$ cat src/rtl/spi3w_pkg.sv
package spi3w_pkg;

  typedef enum logic [1:0] {
    OP_WRITE  = 2'd0,
    OP_STROBE = 2'd1,
    OP_READ   = 2'd2,
    OP_BURST  = 2'd3
  } spi_op_e;

  typedef enum logic [1:0] {
    ST_IDLE   = 2'd0,
    ST_SHIFT  = 2'd1,
    ST_HOLD   = 2'd2,
    ST_FINISH = 2'd3
  } spi_st_e;

  localparam int unsigned BYTE_W = 8;
  localparam int unsigned RD_FLAG_BIT = 6;

endpackage

$ cat src/rtl/spi3w_halfclk.sv
module spi3w_halfclk #(
  parameter int unsigned DIV_W    = 8,
  parameter int unsigned MIN_HALF = 2
) (
  input  logic             clk,
  input  logic             rst_n,
  input  logic             load,
  input  logic [DIV_W-1:0] div_in,
  input  logic             run,
  output logic             tick
);

  localparam logic [DIV_W-1:0] MIN_V = DIV_W'(MIN_HALF);

  logic [DIV_W-1:0] div_q, div_n;
  logic [DIV_W-1:0] cnt_q, cnt_n;

  assign tick = run && (cnt_q == (div_q - 1'b1));

  always_comb begin
    div_n = div_q;
    if (load) begin
      div_n = (div_in < MIN_V) ? MIN_V : div_in;
    end
    cnt_n = (!run || tick) ? '0 : (cnt_q + 1'b1);
  end

  always_ff @(posedge clk or negedge rst_n) begin
    if (!rst_n) begin
      div_q <= MIN_V;
      cnt_q <= '0;
    end else begin
      div_q <= div_n;
      cnt_q <= cnt_n;
    end
  end

endmodule

$ cat src/rtl/spi3w_shreg.sv
module spi3w_shreg #(
  parameter int unsigned W = 8
) (
  input  logic         clk,
  input  logic         rst_n,
  input  logic         load,
  input  logic [W-1:0] load_val,
  input  logic         shift,
  input  logic         sin,
  output logic [W-1:0] q
);

  logic [W-1:0] q_n;

  always_comb begin
    q_n = q;
    if (load) begin
      q_n = load_val;
    end else if (shift) begin
      q_n = {q[W-2:0], sin};
    end
  end

  always_ff @(posedge clk or negedge rst_n) begin
    if (!rst_n) q <= '0;
    else        q <= q_n;
  end

endmodule

$ cat src/rtl/spi3w_ctrl.sv
module spi3w_ctrl
  import spi3w_pkg::*;
#(
  parameter int unsigned LEN_W = 5
) (
  input  logic              clk,
  input  logic              rst_n,
  input  logic              cmd_valid,
  input  logic [1:0]        cmd_op,
  input  logic [7:0]        cmd_addr,
  input  logic [7:0]        cmd_wdata,
  input  logic [LEN_W-1:0]  cmd_len,
  input  logic              tick,
  input  logic [7:0]        sh_q,
  input  logic              rd_ready,
  output logic              accept,
  output logic              clk_run,
  output logic              sh_load,
  output logic [7:0]        sh_val,
  output logic              sh_shift,
  output logic              busy,
  output logic              rd_valid,
  output logic              csn,
  output logic              sck,
  output logic              sdo,
  output logic              sdo_oe
);

  localparam logic [LEN_W-1:0] ONE_LEN = LEN_W'(1);
  localparam int unsigned      BIT_W   = $clog2(BYTE_W);
  localparam logic [BIT_W-1:0] LAST_BIT = BIT_W'(BYTE_W - 1);

  spi_st_e          state_q, state_n;
  logic             sck_q, sck_n;
  logic             csn_q, csn_n;
  logic             oe_q, oe_n;
  logic             phase_q, phase_n;
  logic [BIT_W-1:0] bit_q, bit_n;
  logic [LEN_W-1:0] rx_left_q, rx_left_n;
  logic             tx_q, tx_n;
  logic             pend_q, pend_n;
  logic [7:0]       wdata_q, wdata_n;
  logic             is_rd;

  assign is_rd = (cmd_op == OP_READ) || (cmd_op == OP_BURST);

  always_comb begin
    state_n   = state_q;
    sck_n     = sck_q;
    csn_n     = csn_q;
    oe_n      = oe_q;
    phase_n   = phase_q;
    bit_n     = bit_q;
    rx_left_n = rx_left_q;
    tx_n      = tx_q;
    pend_n    = pend_q;
    wdata_n   = wdata_q;
    accept    = 1'b0;
    sh_load   = 1'b0;
    sh_val    = 8'h00;
    sh_shift  = 1'b0;
    unique case (state_q)
      ST_IDLE: begin
        if (cmd_valid) begin
          accept  = 1'b1;
          state_n = ST_SHIFT;
          csn_n   = 1'b0;
          sck_n   = 1'b0;
          oe_n    = 1'b1;
          phase_n = 1'b0;
          bit_n   = '0;
          tx_n    = 1'b1;
          sh_load = 1'b1;
          sh_val  = cmd_addr;
          if (is_rd) sh_val[RD_FLAG_BIT] = 1'b1;
          pend_n  = (cmd_op == OP_WRITE);
          wdata_n = cmd_wdata;
          if (cmd_op == OP_READ) begin
            rx_left_n = ONE_LEN;
          end else if (cmd_op == OP_BURST) begin
            rx_left_n = (cmd_len == '0) ? ONE_LEN : cmd_len;
          end else begin
            rx_left_n = '0;
          end
        end
      end
      ST_SHIFT: begin
        if (tick) begin
          if (!phase_q) begin
            sck_n   = 1'b1;
            phase_n = 1'b1;
            if (!tx_q) sh_shift = 1'b1;
          end else begin
            sck_n   = 1'b0;
            phase_n = 1'b0;
            bit_n   = bit_q + 1'b1;
            if (tx_q) sh_shift = 1'b1;
            if (bit_q == LAST_BIT) begin
              if (tx_q) begin
                if (pend_q) begin
                  sh_load = 1'b1;
                  sh_val  = wdata_q;
                  pend_n  = 1'b0;
                end else if (rx_left_q != '0) begin
                  tx_n = 1'b0;
                  oe_n = 1'b0;
                end else begin
                  state_n = ST_FINISH;
                end
              end else begin
                state_n = ST_HOLD;
              end
            end
          end
        end
      end
      ST_HOLD: begin
        if (rd_ready) begin
          rx_left_n = rx_left_q - 1'b1;
          if (rx_left_q == ONE_LEN) begin
            state_n = ST_FINISH;
            oe_n    = 1'b1;
          end else begin
            state_n = ST_SHIFT;
          end
        end
      end
      ST_FINISH: begin
        if (tick) begin
          state_n = ST_IDLE;
          csn_n   = 1'b1;
        end
      end
      default: state_n = ST_IDLE;
    endcase
  end

  always_ff @(posedge clk or negedge rst_n) begin
    if (!rst_n) begin
      state_q   <= ST_IDLE;
      sck_q     <= 1'b0;
      csn_q     <= 1'b1;
      oe_q      <= 1'b1;
      phase_q   <= 1'b0;
      bit_q     <= '0;
      rx_left_q <= '0;
      tx_q      <= 1'b1;
      pend_q    <= 1'b0;
      wdata_q   <= 8'h00;
    end else begin
      state_q   <= state_n;
      sck_q     <= sck_n;
      csn_q     <= csn_n;
      oe_q      <= oe_n;
      phase_q   <= phase_n;
      bit_q     <= bit_n;
      rx_left_q <= rx_left_n;
      tx_q      <= tx_n;
      pend_q    <= pend_n;
      wdata_q   <= wdata_n;
    end
  end

  assign busy     = (state_q != ST_IDLE);
  assign rd_valid = (state_q == ST_HOLD);
  assign clk_run  = (state_q == ST_SHIFT) || (state_q == ST_FINISH);
  assign csn      = csn_q;
  assign sck      = sck_q;
  assign sdo_oe   = oe_q;
  assign sdo      = ((state_q == ST_SHIFT) && tx_q) ? sh_q[BYTE_W-1] : 1'b1;

endmodule

$ cat src/rtl/spi3w_master.sv
module spi3w_master
  import spi3w_pkg::*;
#(
  parameter int unsigned DIV_W    = 8,
  parameter int unsigned LEN_W    = 5,
  parameter int unsigned MIN_HALF = 2
) (
  input  logic             clk,
  input  logic             rst_n,
  input  logic             cmd_valid,
  input  logic [1:0]       cmd_op,
  input  logic [7:0]       cmd_addr,
  input  logic [7:0]       cmd_wdata,
  input  logic [LEN_W-1:0] cmd_len,
  input  logic [DIV_W-1:0] half_div,
  output logic             busy,
  output logic             rd_valid,
  input  logic             rd_ready,
  output logic [7:0]       rd_data,
  output logic             spi_csn,
  output logic             spi_sck,
  output logic             spi_sdo,
  output logic             spi_sdo_oe,
  input  logic             spi_sdi
);

  logic [1:0] rs_q;
  logic       rst_int_n;

  always_ff @(posedge clk or negedge rst_n) begin
    if (!rst_n) rs_q <= 2'b00;
    else        rs_q <= {rs_q[0], 1'b1};
  end
  assign rst_int_n = rs_q[1];

  logic       tick, accept, clk_run;
  logic       sh_load, sh_shift;
  logic [7:0] sh_val, sh_q;

  spi3w_halfclk #(.DIV_W(DIV_W), .MIN_HALF(MIN_HALF)) u_half (
    .clk(clk), .rst_n(rst_int_n), .load(accept), .div_in(half_div),
    .run(clk_run), .tick(tick)
  );

  spi3w_shreg #(.W(BYTE_W)) u_shreg (
    .clk(clk), .rst_n(rst_int_n), .load(sh_load), .load_val(sh_val),
    .shift(sh_shift), .sin(spi_sdi), .q(sh_q)
  );

  spi3w_ctrl #(.LEN_W(LEN_W)) u_ctrl (
    .clk(clk), .rst_n(rst_int_n), .cmd_valid(cmd_valid), .cmd_op(cmd_op),
    .cmd_addr(cmd_addr), .cmd_wdata(cmd_wdata), .cmd_len(cmd_len),
    .tick(tick), .sh_q(sh_q), .rd_ready(rd_ready), .accept(accept),
    .clk_run(clk_run), .sh_load(sh_load), .sh_val(sh_val),
    .sh_shift(sh_shift), .busy(busy), .rd_valid(rd_valid),
    .csn(spi_csn), .sck(spi_sck), .sdo(spi_sdo), .sdo_oe(spi_sdo_oe)
  );

  assign rd_data = sh_q;

endmodule

$ cat config.mk
export PLATFORM = sky130hd
export DESIGN_NAME = spi3w_master
export DESIGN_NICKNAME = d
export VERILOG_FILES = /design/src/rtl/spi3w_pkg.sv /design/src/rtl/spi3w_halfclk.sv /design/src/rtl/spi3w_shreg.sv /design/src/rtl/spi3w_ctrl.sv /design/src/rtl/spi3w_master.sv
export SDC_FILE = /design/constraint.sdc
export NUM_CORES = 1
export LEC_CHECK = 0
export ABC_AREA = 1
export BUFFER_PORTS_ARGS = -buffer_cell sky130_fd_sc_hd__buf_2
export CAP_MARGIN = 40
export CORE_ASPECT_RATIO = 1.25
export CORE_MARGIN = 2
export CORE_UTILIZATION = 56
export CTS_BUF_LIST = sky130_fd_sc_hd__clkbuf_16
export DETAILED_ROUTE_END_ITERATION = 8
export PLACE_DENSITY = 0.75
export REMOVE_ABC_BUFFERS = 1
export SLEW_MARGIN = 20
export SYNTH_ARGS = -nofsm -noshare
export SYNTH_HDL_FRONTEND = slang
export SYNTH_SLANG_ARGS = --single-unit
$ cat constraint.sdc
create_clock -name clk -period 1.7 [get_ports clk]
set_input_delay 0 -clock clk [delete_from_list [all_inputs] [get_ports clk]]
set_output_delay 0 -clock clk [all_outputs]
set_load 0.05 [all_outputs]
* Word-level counts from Yosys, hierarchy flattened
Cells that the tools add are included.
Cells by class: $add $sub $neg 4, order comparisons 1, equality and inequality tests 20, multiplexer cells 76, reductions and logical operators 25
Operators with widths (number):
- two-way mux 8 bit | 10
- two-way mux 1 bit | 38
- two-way mux 5 bit | 5
- two-way mux 2 bit | 10
- != test 2 x 1 -> 1 bit, second input constant | 8
- case mux 8 bit (2 select lines) | 1
- case mux 1 bit (2 select lines) | 5
- case mux 5 bit (2 select lines) | 1
- AND reduction 10 bit | 1
- nonzero test 2 bit | 5
- two-way mux 3 bit | 3
- AND reduction 3 bit | 3
- adder 8 x 1 -> 8 bit, second input constant | 1
- equality test 2 bit, second input constant | 4
- equality test 8 bit | 1
- less-than comparator 8 x 2 -> 1 bit, second input constant | 1
- case mux 2 bit (4 select lines) | 1
- AND reduction 8 bit | 1
- subtractor 8 x 1 -> 8 bit, second input constant | 1
- != test 3 bit, second input constant | 2
- case mux 3 bit (2 select lines) | 1
- AND reduction 6 bit | 1
- equality test 5 x 1 -> 1 bit, second input constant | 1
- logical NOT 5 bit | 1
- 15 further kinds | 20
Storage, ports and cells: flip-flop bits (word level) 49, logic and storage cells 139

* Depth between registers and ports, before layout
word-level depth 8, mapped depth 17, depth with buffers taken out 17

* Cells and area by module
Synthesis repeated with hierarchy kept, for this count alone.
Second synthesis, totals: cells, all modules 378, area total of the unflattened synthesis 2811.4 um^2
Modules (own cells, without submodules):
- spi3w_ctrl | times used 1, cells each 205, area an instance 1452.6 um^2, seq. area each 579.3 um^2
- spi3w_halfclk | times used 1, cells each 126, area an instance 930.9 um^2, seq. area each 401.6 um^2
- spi3w_shreg | times used 1, cells each 44, area an instance 374.1 um^2, seq. area each 200.2 um^2
- spi3w_master | times used 1, cells each 3, area an instance 53.8 um^2, seq. area each 50.0 um^2

* Least setup slack after synthesis
No wires, ideal clock.
path kind flip-flop to flip-flop, start point register u_half.div_q[1], end point register u_ctrl.state_q[0], setup time 0.120 ns, arrival 1.938 ns, path slack -0.359 ns, stages on the path, launching flop included 17, buffers on the path 0, clock period less this slack 2.059 ns, path through dfstp_2 -> inv_1 -> ha_1 -> nand2_1 -> inv_1 -> nor2_1 -> nand2_1 -> inv_1 -> nand2_1 -> nor2_1 -> nand3_2 -> nor2_4 -> nand2_4 -> nand2_4 -> nand2_2 -> o21ai_1 -> nand2_1
Between the ends: longest elaborated chain between the ends 5, elaborated cells on any way between the ends 6, those cells by class add/sub (1); eq/ne (3); reduce/logical (2)
Ends and longest elaborated chain:
- from (decl) | RTL line spi3w_halfclk.sv:15 | logic [DIV_W-1:0] div_q, div_n;
- from (signal assigned) | RTL line spi3w_halfclk.sv:33 | div_q <= div_n;
- subtractor 8 x 1 -> 8 bit * | RTL line spi3w_halfclk.sv:18 | assign tick = run && (cnt_q == (div_q - 1'b1));
- equality test 8 bit * | RTL line spi3w_halfclk.sv:18
- logical AND 1 bit * | RTL line spi3w_halfclk.sv:18
- != test 2 x 1 -> 1 bit (no source line)
- AND reduction 8 bit (no source line) *
- to (signal assigned) | RTL line spi3w_ctrl.sv:151 | state_q <= state_n;
- to (decl) | RTL line spi3w_ctrl.sv:33 | spi_st_e state_q, state_n;
Mark *: on every way between the ends. The rest lies on a longest branch, timed or not. A chain may end at the register's enable or synchronous reset.

* Worst setup path after layout
start point register u_half.div_q[1], end point register u_ctrl.sck_q (netlist: u_ctrl.sck)
Between the ends: longest elaborated chain between the ends 5
Ends and longest elaborated chain:
- subtractor 8 x 1 -> 8 bit | RTL line spi3w_halfclk.sv:18
- equality test 8 bit | RTL line spi3w_halfclk.sv:18
- logical AND 1 bit | RTL line spi3w_halfclk.sv:18
- != test 2 x 1 -> 1 bit (no source line)
- AND reduction 3 bit (no source line)
- to (signal assigned) | RTL line spi3w_ctrl.sv:152 | sck_q <= sck_n;
- to (decl) | RTL line spi3w_ctrl.sv:34 | logic sck_q, sck_n;
Every way passes these cells.

==> flow_summary.yaml <==
status:
  status: "finished, violations left"
  violations: "negative hold slack, negative setup slack"
setup_path:
  worst_r2r_endpoint: "u_ctrl.sck"
  path_max_fanout: 6
  cp_cell_sequence: "inv_2 > ha_4 > nor2_1 > nor2_1 > nand2_1 > inv_1 > nand2_1 > nor2_2 > nand3_2 > nor2_4 > nand2_4 > nand2_8 > buf_4 > buf_6 > a21oi_1"
  regToRegSetupSlack_ns: -0.45
  max_stage_delay_ns: 0.54
  worst-setup-path-type: "reg2reg"
  cp.depth: 15
  worstPathRequired_ns: 1.87
  crit_path_start: "u_half.div_q[1]"
  cp_top_family: "simple AND/OR/NAND/NOR gates"
  critPathArrivalTime_ns: 2.32
  crit_end: "u_ctrl.sck"
  crit_slowest_cell: "dfstp_2"
  ff2ff_path_depth: 15
  regToRegStartpoint: "u_half.div_q[1]"
  crit_buf_inv: 4
  cp-end-kind: "flop"
  cp-start-kind: "flop"
grt:
  grt-ovfl-total: 0
  grt_max_degree: 29
  antenna_found_initial: 0
  grt.total_usage: 0.286
  grt_pass1_wl_um: 13600
  grt_pass1_vias: 3009
clock_tree:
  clock_latency_ns: 0.29
  cts_htree_levels: 2
  cts_made_buffers: 5
  clockRootBuffer: "clkbuf_16"
  clock-sinks: 49
  tritoncts: "built"
  cts_buffer_depth: 2
  clk_pin_slew_worst_paths_ns: 0.07
drt:
  wirelength_um: 8550
  ant_nets: 0
  drt-initial-drc-count: 191
  remaining_drc_errors: 0
  vias: 3088
  via_per_inst: 5.59
  first_pass_iters: 6
  wl_per_cell_um: 15.5
synth:
  synthDistinctLibCells: 41
  synth_top_area_cell: "dfrtp_1"
  async_flop_share: 1.00
  ys_top_cells_by_area: "dfrtp_1 (38%), nand2_1 (14%), nand3_1 (6.5%)"
  ys_seq_elements: 49
  syn_avg_cell_area_um2: 7.59
  syn_area_um2: 2980
  ys_warn_count: 0
  seq_area_frac_synth: 0.413
  synth_ff_type: "dfrtp_1"
  synth_top_area_frac: 0.378
  synth-edff-count: 0
  synth_cells: 393
power:
  total_leakage_power_nw: 2.07
  ir_drop_mv: 1.01
  totalPowerFinal_w: 0.00796
  power_density_nw_per_um2: 1970
sta:
  holdWs_ns: -0.00767
  slew_headroom: 0.651
  setup_violations: 26
  fin_worst_skew_ns: 0.00780
  drv_slew: 0
  layout_setup_ws_ns: -0.449
  rsz0062_at_grt: "true"
  fmax_ghz: 0.465
  post-route-period-util: 1.26
  hold_viol: 1
  tightest_slew_ns: 0.523
  finalCriticalPeriod_ns: 2.15
cells_and_area:
  final_cell_mix: "nand2_1 (103), buf_2 (49), dfrtp_1 (44)"
  fill_cells: 342
  final_common_cell: "nand2_1"
  areaGrowthSynthToFinish_pct: 35.5
  diodes: 0
  drive_above_1_share: 0.320
  final_cell_area_um2: 4040
  final_util: 0.790
  nNetsFinal: 531
min_path:
  worstHoldPathType: "in2reg"
die:
  die_w_um: 69.3
  die_h_um: 85.6
  ios: 50
  core_region_area_um2: 5120
  start_util: 0.583
  die_area_um2: 5930
  core.rowCount: 29
placed_design:
  gp_congestion: 0.911
  port-buffer-count: 49
  dp_hpwl_um: 5730
  place_ws_ns: -0.516
  place_area_um2: 3490
job:
  max_cap_violations: 0
## cell type report
| cell class | instances | area (um^2) | share of cell area |
|---|---|---|---|
| Timing Repair Buffer | 97 | 699 | 0.173 |
| Tap cell | 62 | 77.6 | 0.0192 |
| Inverter | 41 | 156 | 0.0387 |
| Sequential cell | 49 | 1230 | 0.305 |
| Clock inverter | 3 | 13.8 | 0.00340 |
| Multi-Input combinational cell | 295 | 1740 | 0.430 |
| Clock buffer | 5 | 125 | 0.0310 |
## tightest hold or removal path: stages
cell	delay, ns
buf_2	0.10
nand2_1	0.05
o22ai_1	0.08
## logic make-up after synthesis
logic type,count (synthesis),share of synthesized area
flip-flops,49,0.413
adder cells (fa/ha/maj),6,0.0252
XOR/XNOR,7,0.0206
other,1,0.00126
AND/OR/NAND/NOR,237,0.391
AO/OA/AOI/OAI,41,0.0768
buffers and inverters,52,0.0730
## per-layer routing
| layer | up-vias | GRT usage | wire, um |
|---|---|---|---|
| met5 | - | 0 | 0 |
| met4 | 0 | 0.118 | 205 |
| met3 | 20 | 0.0353 | 421 |
| met2 | 113 | 0.538 | 4690 |
| met1 | 1464 | 0.327 | 3240 |
| li1 | 1491 | - | - |
## synthesized netlist by cell type, types with 2 or more instances
cell type    n
nor2_4       2
nand2_1    113
nor3_1       4
nand4_1     17
xor2_1       3
buf_2        3
ha_1         6
dfstp_2      4
o21ai_1     11
nor4_1       2
nand2_4      5
clkbuf_1     5
o211ai_1     2
nor2_2       3
xnor2_1      4
dfrtp_1     45
o21ai_0     15
nand3_1     39
inv_1       34
o22ai_1      2
nor2_1      33
inv_2        6
nor3b_1      4
or2_2        2
nand3_2      4
a21oi_1      7
buf_6        2
nand2_2      3
## sequential cells by signal, indices dropped and copies added (netlist names)
signal,cells
u_half.div_q,8
u_half.cnt_q,8
u_shreg.q,8
u_ctrl.rx_left_q,5
u_ctrl.wdata_q,8
u_ctrl.sck,1
u_ctrl.sdo_oe,1
u_ctrl.tx_q,1
u_ctrl.state_q,2
u_ctrl.pend_q,1
u_ctrl.csn,1
u_ctrl.bit_q,3
rs_q,2
## stage by stage
step / instances / setup TNS (ns)
after floorplan: 382 / -29.20
after global routing: 552 / -10.84
after detailed placement: 522 / -10.23
after global placement: 522 / -8.77
final: 552 / -8.13
after CTS: 551 / -7.01
## how the worst min path moves through the flow
stage                                 end        start  depth (start not counted)
after detailed placement          rs_q[0]        rst_n                          1
after CTS                 u_half.div_q[0]  half_div[0]                          3
after global placement            rs_q[0]        rst_n                          1
after global routing      u_half.div_q[0]  half_div[0]                          3
final                     u_half.div_q[0]  half_div[0]                          3
after floorplan                   rs_q[0]        rst_n                          0
## report_power, final
part | internal [W] | switching (W) | total (W)
clock network | 0.000535 | 0.000432 | 0.000967
logic | 0.00176 | 0.00317 | 0.00493
registers | 0.00166 | 0.000409 | 0.00206
total | 0.00395 | 0.00401 | 0.00796
## timing repair
action	CTS	global route
endpoints found under the hold margin	16	0
endpoints found under the setup margin	26	31
hold buffers	15	0
setup buffers	3	1
resized for setup	24	23
cloned	3	0
pin swaps	11	16
Note: power is estimated with default switching activity, not from simulation.
